File: src/rtl/rtg_pkg.sv
package rtg_pkg;

   localparam int RTG_REG_W = 8;
   localparam int RTG_HTL_W = 2;

   typedef logic [RTG_REG_W-1:0] rtg_coarse_t;

   typedef enum logic [1:0] {
      RTG_CCIR_NTSC = 2'd0,
      RTG_CCIR_PAL  = 2'd1,
      RTG_SQ_NTSC   = 2'd2,
      RTG_SQ_PAL    = 2'd3
   } rtg_mode_e;

   // one complete timing set, all edges in coarse units
   typedef struct packed {
      rtg_coarse_t hcap_s;
      rtg_coarse_t hcap_e;
      rtg_coarse_t hsy_s;
      rtg_coarse_t hsy_e;
      rtg_coarse_t hvis_s;
      rtg_coarse_t hvis_e;
      rtg_coarse_t ht_hi;
      logic [RTG_HTL_W-1:0] ht_lo;
      rtg_coarse_t vcap_s;
      rtg_coarse_t vcap_e;
      rtg_coarse_t vsy_s;
      rtg_coarse_t vsy_e;
      rtg_coarse_t vvis_s;
      rtg_coarse_t vvis_e;
   } rtg_set_t;

   function automatic rtg_set_t rtg_mk(
      input rtg_coarse_t hcs, input rtg_coarse_t hce,
      input rtg_coarse_t hss, input rtg_coarse_t hse,
      input rtg_coarse_t hvs, input rtg_coarse_t hve,
      input rtg_coarse_t hth, input logic [RTG_HTL_W-1:0] htl,
      input rtg_coarse_t vcs, input rtg_coarse_t vce,
      input rtg_coarse_t vss, input rtg_coarse_t vse,
      input rtg_coarse_t vvs, input rtg_coarse_t vve);
      rtg_set_t s;
      s.hcap_s = hcs;  s.hcap_e = hce;
      s.hsy_s  = hss;  s.hsy_e  = hse;
      s.hvis_s = hvs;  s.hvis_e = hve;
      s.ht_hi  = hth;  s.ht_lo  = htl;
      s.vcap_s = vcs;  s.vcap_e = vce;
      s.vsy_s  = vss;  s.vsy_e  = vse;
      s.vvis_s = vvs;  s.vvis_e = vve;
      return s;
   endfunction

   // built-in presets, coarse units
   function automatic rtg_set_t rtg_preset(input rtg_mode_e m);
      rtg_set_t s;
      case (m)
         RTG_CCIR_PAL:
            s = rtg_mk(8'h0A, 8'h5F, 8'h65, 8'h02, 8'h07, 8'h62, 8'h6C, 2'd0,
                       8'h0F, 8'h97, 8'h01, 8'h02, 8'h0D, 8'h99);
         RTG_SQ_NTSC:
            s = rtg_mk(8'h0F, 8'h5C, 8'h61, 8'h07, 8'h0C, 8'h5F, 8'h61, 2'd2,
                       8'h0C, 8'h7D, 8'h01, 8'h02, 8'h0A, 8'h7F);
         RTG_SQ_PAL:
            s = rtg_mk(8'h14, 8'h70, 8'h00, 8'h09, 8'h11, 8'h73, 8'h76, 2'd0,
                       8'h0F, 8'h97, 8'h01, 8'h02, 8'h0D, 8'h99);
         default:
            s = rtg_mk(8'h09, 8'h5E, 8'h63, 8'h6B, 8'h06, 8'h61, 8'h6B, 2'd1,
                       8'h0C, 8'h7D, 8'h01, 8'h02, 8'h0A, 8'h7F);
      endcase
      return s;
   endfunction

endpackage

File: src/rtl/rtg_sync_edge.sv
module rtg_sync_edge (
   input  logic clk,
   input  logic rst_n,
   input  logic sync_i,
   input  logic pol_i,
   output logic lead_o
);
   logic act;
   logic act_q;

   assign act = pol_i ? sync_i : ~sync_i;

   always_ff @(posedge clk or negedge rst_n) begin
      if (!rst_n) act_q <= 1'b0;
      else        act_q <= act;
   end

   assign lead_o = act & ~act_q;
endmodule

File: src/rtl/rtg_counter.sv
module rtg_counter #(
   parameter int W = 11
) (
   input  logic         clk,
   input  logic         rst_n,
   input  logic         clear_i,
   input  logic         adv_i,
   input  logic [W-1:0] limit_i,
   output logic [W-1:0] cnt_o,
   output logic         wrap_o
);
   logic [W-1:0] last;

   // a limit of zero wraps at the all-ones value
   assign last   = limit_i - W'(1);
   assign wrap_o = adv_i & ~clear_i & (cnt_o == last);

   always_ff @(posedge clk or negedge rst_n) begin
      if (!rst_n)       cnt_o <= '0;
      else if (clear_i) cnt_o <= '0;
      else if (wrap_o)  cnt_o <= '0;
      else if (adv_i)   cnt_o <= cnt_o + W'(1);
   end
endmodule

File: src/rtl/rtg_window.sv
module rtg_window
   import rtg_pkg::*;
#(
   parameter int SHIFT   = 3,
   parameter bit WRAP_OK = 1'b1,
   localparam int W      = RTG_REG_W + SHIFT
) (
   input  logic [W-1:0]   cnt_i,
   input  rtg_coarse_t    start_i,
   input  rtg_coarse_t    end_i,
   output logic           in_o
);
   logic [W-1:0] pos_s;
   logic [W-1:0] pos_e;

   assign pos_s = {start_i, {SHIFT{1'b0}}};
   assign pos_e = {end_i,   {SHIFT{1'b0}}};

   generate
      if (WRAP_OK) begin : g_wrap
         always_comb begin
            if (pos_s <= pos_e) in_o = (cnt_i >= pos_s) && (cnt_i < pos_e);
            else                in_o = (cnt_i >= pos_s) || (cnt_i < pos_e);
         end
      end else begin : g_plain
         assign in_o = (cnt_i >= pos_s) && (cnt_i < pos_e);
      end
   endgenerate
endmodule

File: src/rtl/rtg_shadow.sv
module rtg_shadow
   import rtg_pkg::*;
(
   input  logic       clk,
   input  logic       rst_n,
   input  logic       load_i,
   input  logic       soft_i,
   input  logic [1:0] mode_i,
   input  rtg_set_t   soft_set_i,
   output rtg_set_t   act_o
);
   rtg_set_t next_set;

   assign next_set = soft_i ? soft_set_i : rtg_preset(rtg_mode_e'(mode_i));

   always_ff @(posedge clk or negedge rst_n) begin
      if (!rst_n)      act_o <= rtg_preset(RTG_CCIR_NTSC);
      else if (load_i) act_o <= next_set;
   end
endmodule

File: src/rtl/raster_timing_top.sv
module raster_timing_top
   import rtg_pkg::*;
#(
   parameter int H_SHIFT      = 3,
   parameter int V_SHIFT      = 2,
   parameter bit WRAP_WINDOWS = 1'b1,
   localparam int H_CW        = RTG_REG_W + H_SHIFT,
   localparam int V_CW        = RTG_REG_W + V_SHIFT
) (
   input  logic            clk,
   input  logic            rst_n,
   input  logic            in_hs,
   input  logic            in_vs,
   input  logic            in_hs_pol,
   input  logic            in_vs_pol,
   input  logic            out_hs_pol,
   input  logic            out_vs_pol,
   input  logic            soft_time,
   input  logic [1:0]      mode_sel,
   input  logic [7:0]      cfg_hcap_start,
   input  logic [7:0]      cfg_hcap_end,
   input  logic [7:0]      cfg_hsync_start,
   input  logic [7:0]      cfg_hsync_end,
   input  logic [7:0]      cfg_hvis_start,
   input  logic [7:0]      cfg_hvis_end,
   input  logic [7:0]      cfg_htot_hi,
   input  logic [1:0]      cfg_htot_lo,
   input  logic [7:0]      cfg_vcap_start,
   input  logic [7:0]      cfg_vcap_end,
   input  logic [7:0]      cfg_vsync_start,
   input  logic [7:0]      cfg_vsync_end,
   input  logic [7:0]      cfg_vvis_start,
   input  logic [7:0]      cfg_vvis_end,
   output logic            out_hs,
   output logic            out_vs,
   output logic            href_o,
   output logic            cap_o,
   output logic            border_o,
   output logic [V_CW-1:0] vtot_o
);
   localparam int N_WIN   = 3;
   localparam int WIN_CAP = 0;
   localparam int WIN_SYN = 1;
   localparam int WIN_VIS = 2;

   generate
      if (H_SHIFT != RTG_HTL_W + 1) begin : g_bad_hshift
         $error("H_SHIFT must equal the line length low field width plus one");
      end
      if (V_SHIFT < 1) begin : g_bad_vshift
         $error("V_SHIFT must be at least one");
      end
   endgenerate

   logic            hs_lead;
   logic            vs_lead;
   logic            h_wrap;
   logic            v_wrap_unused;
   logic            line_start;
   logic [H_CW-1:0] h_cnt;
   logic [V_CW-1:0] v_cnt;
   logic [H_CW-1:0] h_limit;
   rtg_set_t        soft_set;
   rtg_set_t        act;

   // ---------------- sync edge detection ----------------
   rtg_sync_edge u_hs_edge (
      .clk(clk), .rst_n(rst_n), .sync_i(in_hs), .pol_i(in_hs_pol), .lead_o(hs_lead)
   );
   rtg_sync_edge u_vs_edge (
      .clk(clk), .rst_n(rst_n), .sync_i(in_vs), .pol_i(in_vs_pol), .lead_o(vs_lead)
   );

   // ---------------- timing set selection ----------------
   assign soft_set = rtg_mk(cfg_hcap_start, cfg_hcap_end, cfg_hsync_start, cfg_hsync_end,
                            cfg_hvis_start, cfg_hvis_end, cfg_htot_hi, cfg_htot_lo,
                            cfg_vcap_start, cfg_vcap_end, cfg_vsync_start, cfg_vsync_end,
                            cfg_vvis_start, cfg_vvis_end);

   rtg_shadow u_shadow (
      .clk(clk), .rst_n(rst_n), .load_i(vs_lead), .soft_i(soft_time),
      .mode_i(mode_sel), .soft_set_i(soft_set), .act_o(act)
   );

   // ---------------- counters ----------------
   assign h_limit = {act.ht_hi, act.ht_lo, 1'b0};

   rtg_counter #(.W(H_CW)) u_hcnt (
      .clk(clk), .rst_n(rst_n), .clear_i(hs_lead), .adv_i(1'b1),
      .limit_i(h_limit), .cnt_o(h_cnt), .wrap_o(h_wrap)
   );

   assign line_start = hs_lead | h_wrap;

   rtg_counter #(.W(V_CW)) u_vcnt (
      .clk(clk), .rst_n(rst_n), .clear_i(vs_lead), .adv_i(line_start),
      .limit_i('0), .cnt_o(v_cnt), .wrap_o(v_wrap_unused)
   );

   // ---------------- window decode ----------------
   rtg_coarse_t [N_WIN-1:0] hw_s, hw_e, vw_s, vw_e;
   logic        [N_WIN-1:0] h_in, v_in;

   assign hw_s[WIN_CAP] = act.hcap_s;  assign hw_e[WIN_CAP] = act.hcap_e;
   assign hw_s[WIN_SYN] = act.hsy_s;   assign hw_e[WIN_SYN] = act.hsy_e;
   assign hw_s[WIN_VIS] = act.hvis_s;  assign hw_e[WIN_VIS] = act.hvis_e;
   assign vw_s[WIN_CAP] = act.vcap_s;  assign vw_e[WIN_CAP] = act.vcap_e;
   assign vw_s[WIN_SYN] = act.vsy_s;   assign vw_e[WIN_SYN] = act.vsy_e;
   assign vw_s[WIN_VIS] = act.vvis_s;  assign vw_e[WIN_VIS] = act.vvis_e;

   generate
      for (genvar g = 0; g < N_WIN; g++) begin : g_win
         rtg_window #(.SHIFT(H_SHIFT), .WRAP_OK(WRAP_WINDOWS)) u_hwin (
            .cnt_i(h_cnt), .start_i(hw_s[g]), .end_i(hw_e[g]), .in_o(h_in[g])
         );
         rtg_window #(.SHIFT(V_SHIFT), .WRAP_OK(WRAP_WINDOWS)) u_vwin (
            .cnt_i(v_cnt), .start_i(vw_s[g]), .end_i(vw_e[g]), .in_o(v_in[g])
         );
      end
   endgenerate

   // ---------------- registered outputs ----------------
   logic            vis_now;
   logic            cap_now;
   logic            hs_q, vs_q, vis_q, cap_q, brd_q;
   logic [V_CW-1:0] vtot_q;

   assign vis_now = h_in[WIN_VIS] & v_in[WIN_VIS];
   assign cap_now = h_in[WIN_CAP] & v_in[WIN_CAP];

   always_ff @(posedge clk or negedge rst_n) begin
      if (!rst_n) begin
         hs_q  <= 1'b0;
         vs_q  <= 1'b0;
         vis_q <= 1'b0;
         cap_q <= 1'b0;
         brd_q <= 1'b0;
      end else begin
         hs_q  <= h_in[WIN_SYN];
         vs_q  <= v_in[WIN_SYN];
         vis_q <= vis_now;
         cap_q <= cap_now;
         brd_q <= vis_now & ~cap_now;
      end
   end

   always_ff @(posedge clk or negedge rst_n) begin
      if (!rst_n)       vtot_q <= '0;
      else if (vs_lead) vtot_q <= v_cnt + V_CW'(1);
   end

   assign out_hs   = out_hs_pol ? hs_q : ~hs_q;
   assign out_vs   = out_vs_pol ? vs_q : ~vs_q;
   assign href_o   = vis_q;
   assign cap_o    = cap_q;
   assign border_o = brd_q;
   assign vtot_o   = vtot_q;
endmodule

File: config.mk
export PLATFORM = sky130hd
export DESIGN_NAME = raster_timing_top
export DESIGN_NICKNAME = d
export VERILOG_FILES = /design/src/rtl/rtg_pkg.sv /design/src/rtl/rtg_sync_edge.sv /design/src/rtl/rtg_counter.sv /design/src/rtl/rtg_window.sv /design/src/rtl/rtg_shadow.sv /design/src/rtl/raster_timing_top.sv
export SDC_FILE = /design/constraint.sdc
export NUM_CORES = 1
export LEC_CHECK = 0
export BUFFER_PORTS_ARGS = -buffer_cell sky130_fd_sc_hd__buf_2
export CAP_MARGIN = 20
export CORE_AREA = 2 2 167 169
export CTS_CLUSTER_SIZE = 8
export DETAILED_ROUTE_END_ITERATION = 6
export DIE_AREA = 0 0 169 171
export GPL_TIMING_DRIVEN = 0
export SLEW_MARGIN = 10
export SYNTH_ARGS = -nofsm -noshare
export SYNTH_HDL_FRONTEND = slang
export SYNTH_SLANG_ARGS = --single-unit
File: constraint.sdc
create_clock -name clk -period 3.1 [get_ports clk]
set_clock_uncertainty 0.15 [all_clocks]
set_input_delay 0.465 -clock clk [delete_from_list [all_inputs] [get_ports clk]]
set_output_delay 0.465 -clock clk [all_outputs]
set_load 0.01 [all_outputs]
Yosys cells after proc, flatten, opt, wreduce, memory -nomap -nowiden
Cells that the tools add are included.
{"block": "word_totals", "register_bits": 144}
{"block": "classes", "n_reduce_logical": 13, "n_mux": 17, "add_sub_neg": 3, "n_lt_le_gt_ge": 18, "n_bitwise": 18, "eq_ne": 5}
{"op": "$pmux W103 S3", "n": 1}
{"op": "$mux W106", "n": 1}
{"op": "$ge A11 B11 Y1", "n": 3}
{"op": "$le A11 B11 Y1", "n": 3}
{"op": "$lt A11 B11 Y1", "n": 3}
{"op": "$ge A10 B10 Y1", "n": 3}
{"op": "$le A10 B10 Y1", "n": 3}
{"op": "$lt A10 B10 Y1", "n": 3}
{"op": "$mux W10", "n": 3}
{"op": "$mux W11", "n": 2}
{"op": "$add A11 B1 Y11 const B", "n": 1}
{"op": "$eq A11 B11 Y1", "n": 1}
{"op": "$sub A11 B1 Y11 const B", "n": 1}
{"op": "$add A10 B1 Y10 const B", "n": 1}
{"op": "$eq A10 B10 Y1 const B", "n": 1}
{"op": "$mux W1", "n": 10}
{"op": "$not A1 Y1", "n": 9}
{"op": "$and A1 B1 Y1", "n": 8}
{"op": "$logic_and A1 B1 Y1", "n": 6}
{"op": "$logic_or A1 B1 Y1", "n": 6}
{"op": "$eq A2 B2 Y1 const B", "n": 2}
{"op": "$reduce_bool A3 Y1", "n": 1}
{"op": "$eq A2 B1 Y1 const B", "n": 1}
{"op": "$or A1 B1 Y1", "n": 1}

Depth between registers and ports, before layout
{"block": "logic_depth", "ltp_word": 10, "mapped_depth": 11, "depth_no_buf": 9}

Modules after synthesis
A second synthesis with hierarchy kept.
{"block": "unflattened", "cells_unflattened": 1212, "hier_area_um2": 10785.3}
{"module": "rtg_shadow", "n_inst": 1, "cells_each": 486, "area_per_inst_um2": 4631.9}
{"module": "rtg_window at g_win[0].u_hwin ...", "n_inst": 3, "cells_each": 74, "area_per_inst_um2": 574.3}
{"module": "rtg_window at g_win[0].u_vwin ...", "n_inst": 3, "cells_each": 70, "area_per_inst_um2": 561.8}
{"module": "rtg_counter at u_hcnt", "n_inst": 1, "cells_each": 111, "area_per_inst_um2": 997.2}
{"module": "rtg_counter at u_vcnt", "n_inst": 1, "cells_each": 110, "area_per_inst_um2": 975.9}
{"module": "raster_timing_top", "n_inst": 1, "cells_each": 67, "area_per_inst_um2": 686.9}
{"module": "rtg_sync_edge", "n_inst": 2, "cells_each": 3, "area_per_inst_um2": 42.5}

Worst setup path after synthesis
Ideal clock, no wire load.
{"block": "synth_path", "path_kind": "reg2reg", "startpoint": "register u_shadow.act_o[48] (netlist bit)", "endpoint": "register u_vcnt.cnt_o[8]", "path_buffers": 1, "setup_slack_ns": 0.252, "setup_ns": 0.120, "arrival_time_ns": 2.578, "path_stages_with_launch": 11, "cell_sequence": "dfstp_2 inv_1 ha_1 or4b_4 or3_1 a211o_1 a2111oi_4 a22o_4 buf_12 a21oi_1 a31o_2"}
{"block": "synth_via", "elab_chain_len": 8, "word_cells_on_any_way": 9, "classes_between": "add/sub: 1; eq/ne: 1; mux: 2; bitwise: 4; reduce/logical: 1"}
{"item": "start: declaration", "line_no": "rtg_shadow.sv:10", "source": "output rtg_set_t act_o"}
{"item": "start signal: assignment", "line_no": "rtg_shadow.sv:17", "source": "if (!rst_n) act_o <= rtg_preset(RTG_CCIR_NTSC);"}
{"item": "start signal: assignment", "line_no": "rtg_shadow.sv:18", "source": "else if (load_i) act_o <= next_set;"}
{"item": "$sub A11 B1 Y11 (*)", "line_no": "rtg_counter.sv:15", "source": "assign last = limit_i - W'(1);"}
{"item": "$eq A11 B11 Y1 (*)", "line_no": "rtg_counter.sv:16", "source": "assign wrap_o = adv_i & ~clear_i & (cnt_o == last);"}
{"item": "$and A1 B1 Y1 (*)", "line_no": "rtg_counter.sv:16"}
{"item": "$or A1 B1 Y1 (*)", "line_no": "raster_timing_top.sv:93", "source": "assign line_start = hs_lead | h_wrap;"}
{"item": "$and A1 B1 Y1 (2 in series)", "line_no": "rtg_counter.sv:16"}
{"item": "$mux W10", "line_no": "rtg_counter.sv:21", "source": "else if (wrap_o) cnt_o <= '0;"}
{"item": "$mux W10", "line_no": "rtg_counter.sv:20", "source": "else if (clear_i) cnt_o <= '0;"}
{"item": "end signal: assignment", "line_no": "rtg_counter.sv:22", "source": "else if (adv_i) cnt_o <= cnt_o + W'(1);"}
{"item": "end: declaration", "line_no": "rtg_counter.sv:9", "source": "output logic [W-1:0] cnt_o,"}
Every way passes the cells marked *; elsewhere a longest branch is shown, timed or not.
A chain may end at the register's enable or synchronous reset.

Worst setup path after layout
{"block": "layout_path", "startpoint": "register u_shadow.act_o[49] (netlist bit)", "endpoint": "register u_vcnt.cnt_o[3]"}
The elaborated chain is that of the path after synthesis.

==> metrics.yaml <==
intPower_w: 0.00464
clk_latency_ns: 0.43
hold_viol: 0
drt_iter0_drc: 483
tns_ns: 0
post-place-ws_ns: 0.0354
synth_area_um2: 9650
p_total_w: 0.00705
p_leak_nw: 5.60
seq_area_um2: 3660
via_count: 8379
path_clk_slew_ns: 0.07
min_period_ns: 2.89
min_path_type: "primary input to register"
synth_edf_count: 0
gr-usage-all-layers_pct: 21.9
drc: 0
cts_sinks: 144
seq_power_share_pct: 36.3
reg2reg_depth: 11
setup_slack_ns: 0.209
criticalPathCategory: "register to register"
core_um2: 27300
drv_slew: 0
fillers: 2699
drive_gt1_share_pct: 18.4
finalSetupViolations: 0
slowest_delay_ns: 0.49
p_per_area_nw_per_um2: 616
ys_ff_latch: 144
cts_root_buf: "clkbuf_16"
fp.dieArea_um2: 28900
io_buffer_count: 130
drv_cap: 0
dp_hpwl_um: 23000
gp_congestion: 0.832
cp.required_ns: 3.30
viasPerCell: 5.39
antenna_found_initial: 0
initial_core_util_pct: 35.3
postRouteAntennaNets: 0
min_to: "u_shadow.act_o[30]"
avgSynthCellArea_um2: 9.25
cpMaxStageDelayCell: "or4b_4"
syn-num-nets: 1310
critPathMaxFanout: 10
p_clk_share_pct: 32.6
totalWireLength_um: 30700
io_pins: 132
critPathTopFamily: "compound AO/OA/AOI/OAI gates"
ys_async_sr_fraction_pct: 100
cp_num_cells: 11
final_util_pct: 41.9
vdd_ir_drop_max_uv: 310
cts_buffers: 17
wl_met1_um: 13700
fin_crit_sh_pct: 93.3
cts_tree: "done"
max_slew_margin_pct: 24.4
reg2reg_from: "u_shadow.act_o[49]"
grt_pass1_vias: 8665
regToRegEndpoint: "u_vcnt.cnt_o[3]"
worst_pin_slew_ns: 1.13
power_switching_w: 0.00241
crit_chain: "inv_2 > ha_4 > or4b_4 > or3_1 > a211o_1 > a2111oi_4 > a22o_4 > buf_12 > buf_12 > o211ai_1 > o21ai_1"
status: "finished, final reports clean"
crit_top_cell: "buf_12"
fmax_mhz: 346
p_comb_share_pct: 31.0
grt_max_degree: 86
grt_pass1_wl_um: 48100
ys_warn_count: 0
r2r_slack_ns: 0.21
worstPathArrival_ns: 3.10
highest_layer: "met4"
htreeDepth: 4
min_path_cells: 3
cp.buffers_inverters: 3
ys_seq_area_share_pct: 37.9
synth_cell_types: 52
multiInputGateArea_um2: 5350
drtPass1Iterations: 5
area_growth_syn_to_layout_pct: 18.7
met2WireLength_um: 14800
worstSetupStartpointType: "register"
dieHeight_um: 171
rsz0062_at_grt: "no"
rows: 61
wl_met3_um: 1520
clockBufferDepth: 2
p_sw_share_pct: 34.2
overflow: 0
wl_per_cell_um: 19.7
min-delay-start: "cfg_vsync_start[6]"
die_w_um: 169
syn_inst: 1043
endpoint_kind: "register"
synthFlopType: "dfrtp_1"
layout.nets: 1462
through the flow:
| step | area, µm² | instances | hold WS (ns) |
|---|---|---|---|
| 3_5_place_dp | 10800 | 1520 | 0.290 |
| 6_report | 11500 | 1555 | 0.105 |
| 3_3_place_gp | 10700 | 1519 | 0.321 |
| 5_1_grt | 11400 | 1554 | 0.107 |
| 2_1_floorplan | 9650 | 1043 | 0.0194 |
| 4_1_cts | 11400 | 1553 | 0.0935 |
worst max-delay path by stage:
stage                        from                 end
2_1_floorplan  u_shadow.act_o[48]     u_vcnt.cnt_o[8]
3_3_place_gp                rst_n  u_shadow.act_o[13]
3_5_place_dp   u_shadow.act_o[48]     u_hcnt.cnt_o[9]
4_1_cts        u_shadow.act_o[48]     u_hcnt.cnt_o[9]
5_1_grt           u_hcnt.cnt_o[3]            border_o
6_report       u_shadow.act_o[49]     u_vcnt.cnt_o[3]
worst min-delay path, cell delays in order:
cell,delay (ns)
buf_2,0.07
nand3_1,0.06
o21ai_0,0.06
repair_timing:
item	in CTS	in global routing
hold buffers	1	0
hold endpoints to repair	40	0
gates resized for setup	0	6
endpoints found under the setup margin	0	20
setup buffers	0	1
synthesized netlist by cell type, types with 3 or more instances:
cell type / instances / area, µm²
clkbuf_1: 39 / 146
nor3b_1: 13 / 97.6
and2_1: 4 / 25.0
maj3_1: 5 / 50.1
o21a_1: 12 / 90.1
dfrtp_1: 98 / 2450
a31oi_1: 10 / 62.6
o22ai_1: 4 / 25.0
a31o_1: 3 / 26.3
ha_1: 150 / 1880
xnor2_1: 18 / 158
o21ai_0: 81 / 405
xor2_1: 13 / 114
nor2_1: 51 / 191
buf_1: 5 / 18.8
nand4_1: 17 / 106
nor2b_1: 13 / 81.3
inv_1: 117 / 439
mux2i_1: 3 / 30.0
o2111ai_1: 4 / 35.0
dfstp_2: 46 / 1210
nand3_1: 50 / 250
o211ai_1: 7 / 52.6
o31ai_1: 7 / 52.6
a21o_1: 18 / 135
nor3_1: 7 / 35.0
a211oi_1: 52 / 390
and3_1: 5 / 31.3
nand2_1: 52 / 195
a21boi_0: 6 / 45.0
nand2b_1: 10 / 62.6
a21oi_1: 92 / 460
a211o_1: 4 / 35.0
per-layer routing:
metal	up-vias	GRT usage, %
met5	-	0
met4	0	6.43
met3	42	3.19
met2	230	37.8
met1	4089	28.5
li1	4018	-
placed cells by master (no fill, tap or decap), drive strengths merged, types with 17 or more instances in the layout:
cell	instances
a211oi	52
a21o	18
a21oi	92
buf	139
clkbuf	61
dfrtp	98
dfstp	46
ha	150
inv	120
nand2	52
nand3	50
nand4	17
nor2	51
o21ai	83
xnor2	18
sequential cells by signal, indices dropped and copies added (netlist names):
signal,count
href_o,1
vtot_o,10
u_vcnt.cnt_o,10
u_hcnt.cnt_o,11
u_hs_edge.act_q,1
border_o,1
hs_q,1
vs_q,1
u_shadow.act_o,106
cap_o,1
u_vs_edge.act_q,1
cells by family after synthesis:
kind of cell	count (synthesis)	share of synthesized area, %
compound gates	311	20.0
xor+xnor	31	2.81
fa+ha+maj	155	20.0
buf+inv	164	6.73
flops	144	37.9
mux	3	0.311
simple gates	235	12.2
power by group through the flow:
stage          clock network [W]  registers, W  logic (W)
2_1_floorplan                  0       0.00253    0.00147
3_3_place_gp                   0       0.00258    0.00208
3_5_place_dp                   0       0.00259    0.00215
4_1_cts                  0.00233       0.00256    0.00218
5_1_grt                  0.00241       0.00261    0.00250
6_report                 0.00230       0.00256    0.00219
layout make-up:
| type | instances | share of cell area, % |
|---|---|---|
| Antenna cell | 1 | 0.0219 |
| Clock inverter | 11 | 1.55 |
| Timing Repair Buffer | 133 | 6.16 |
| Clock buffer | 21 | 4.11 |
| Inverter | 117 | 3.83 |
| Tap cell | 346 | 3.78 |
| Multi-Input combinational cell | 735 | 46.7 |
| Sequential cell | 144 | 32.0 |
| Buffer | 47 | 1.86 |
No activity file was read; power rests on OpenSTA's default activity.
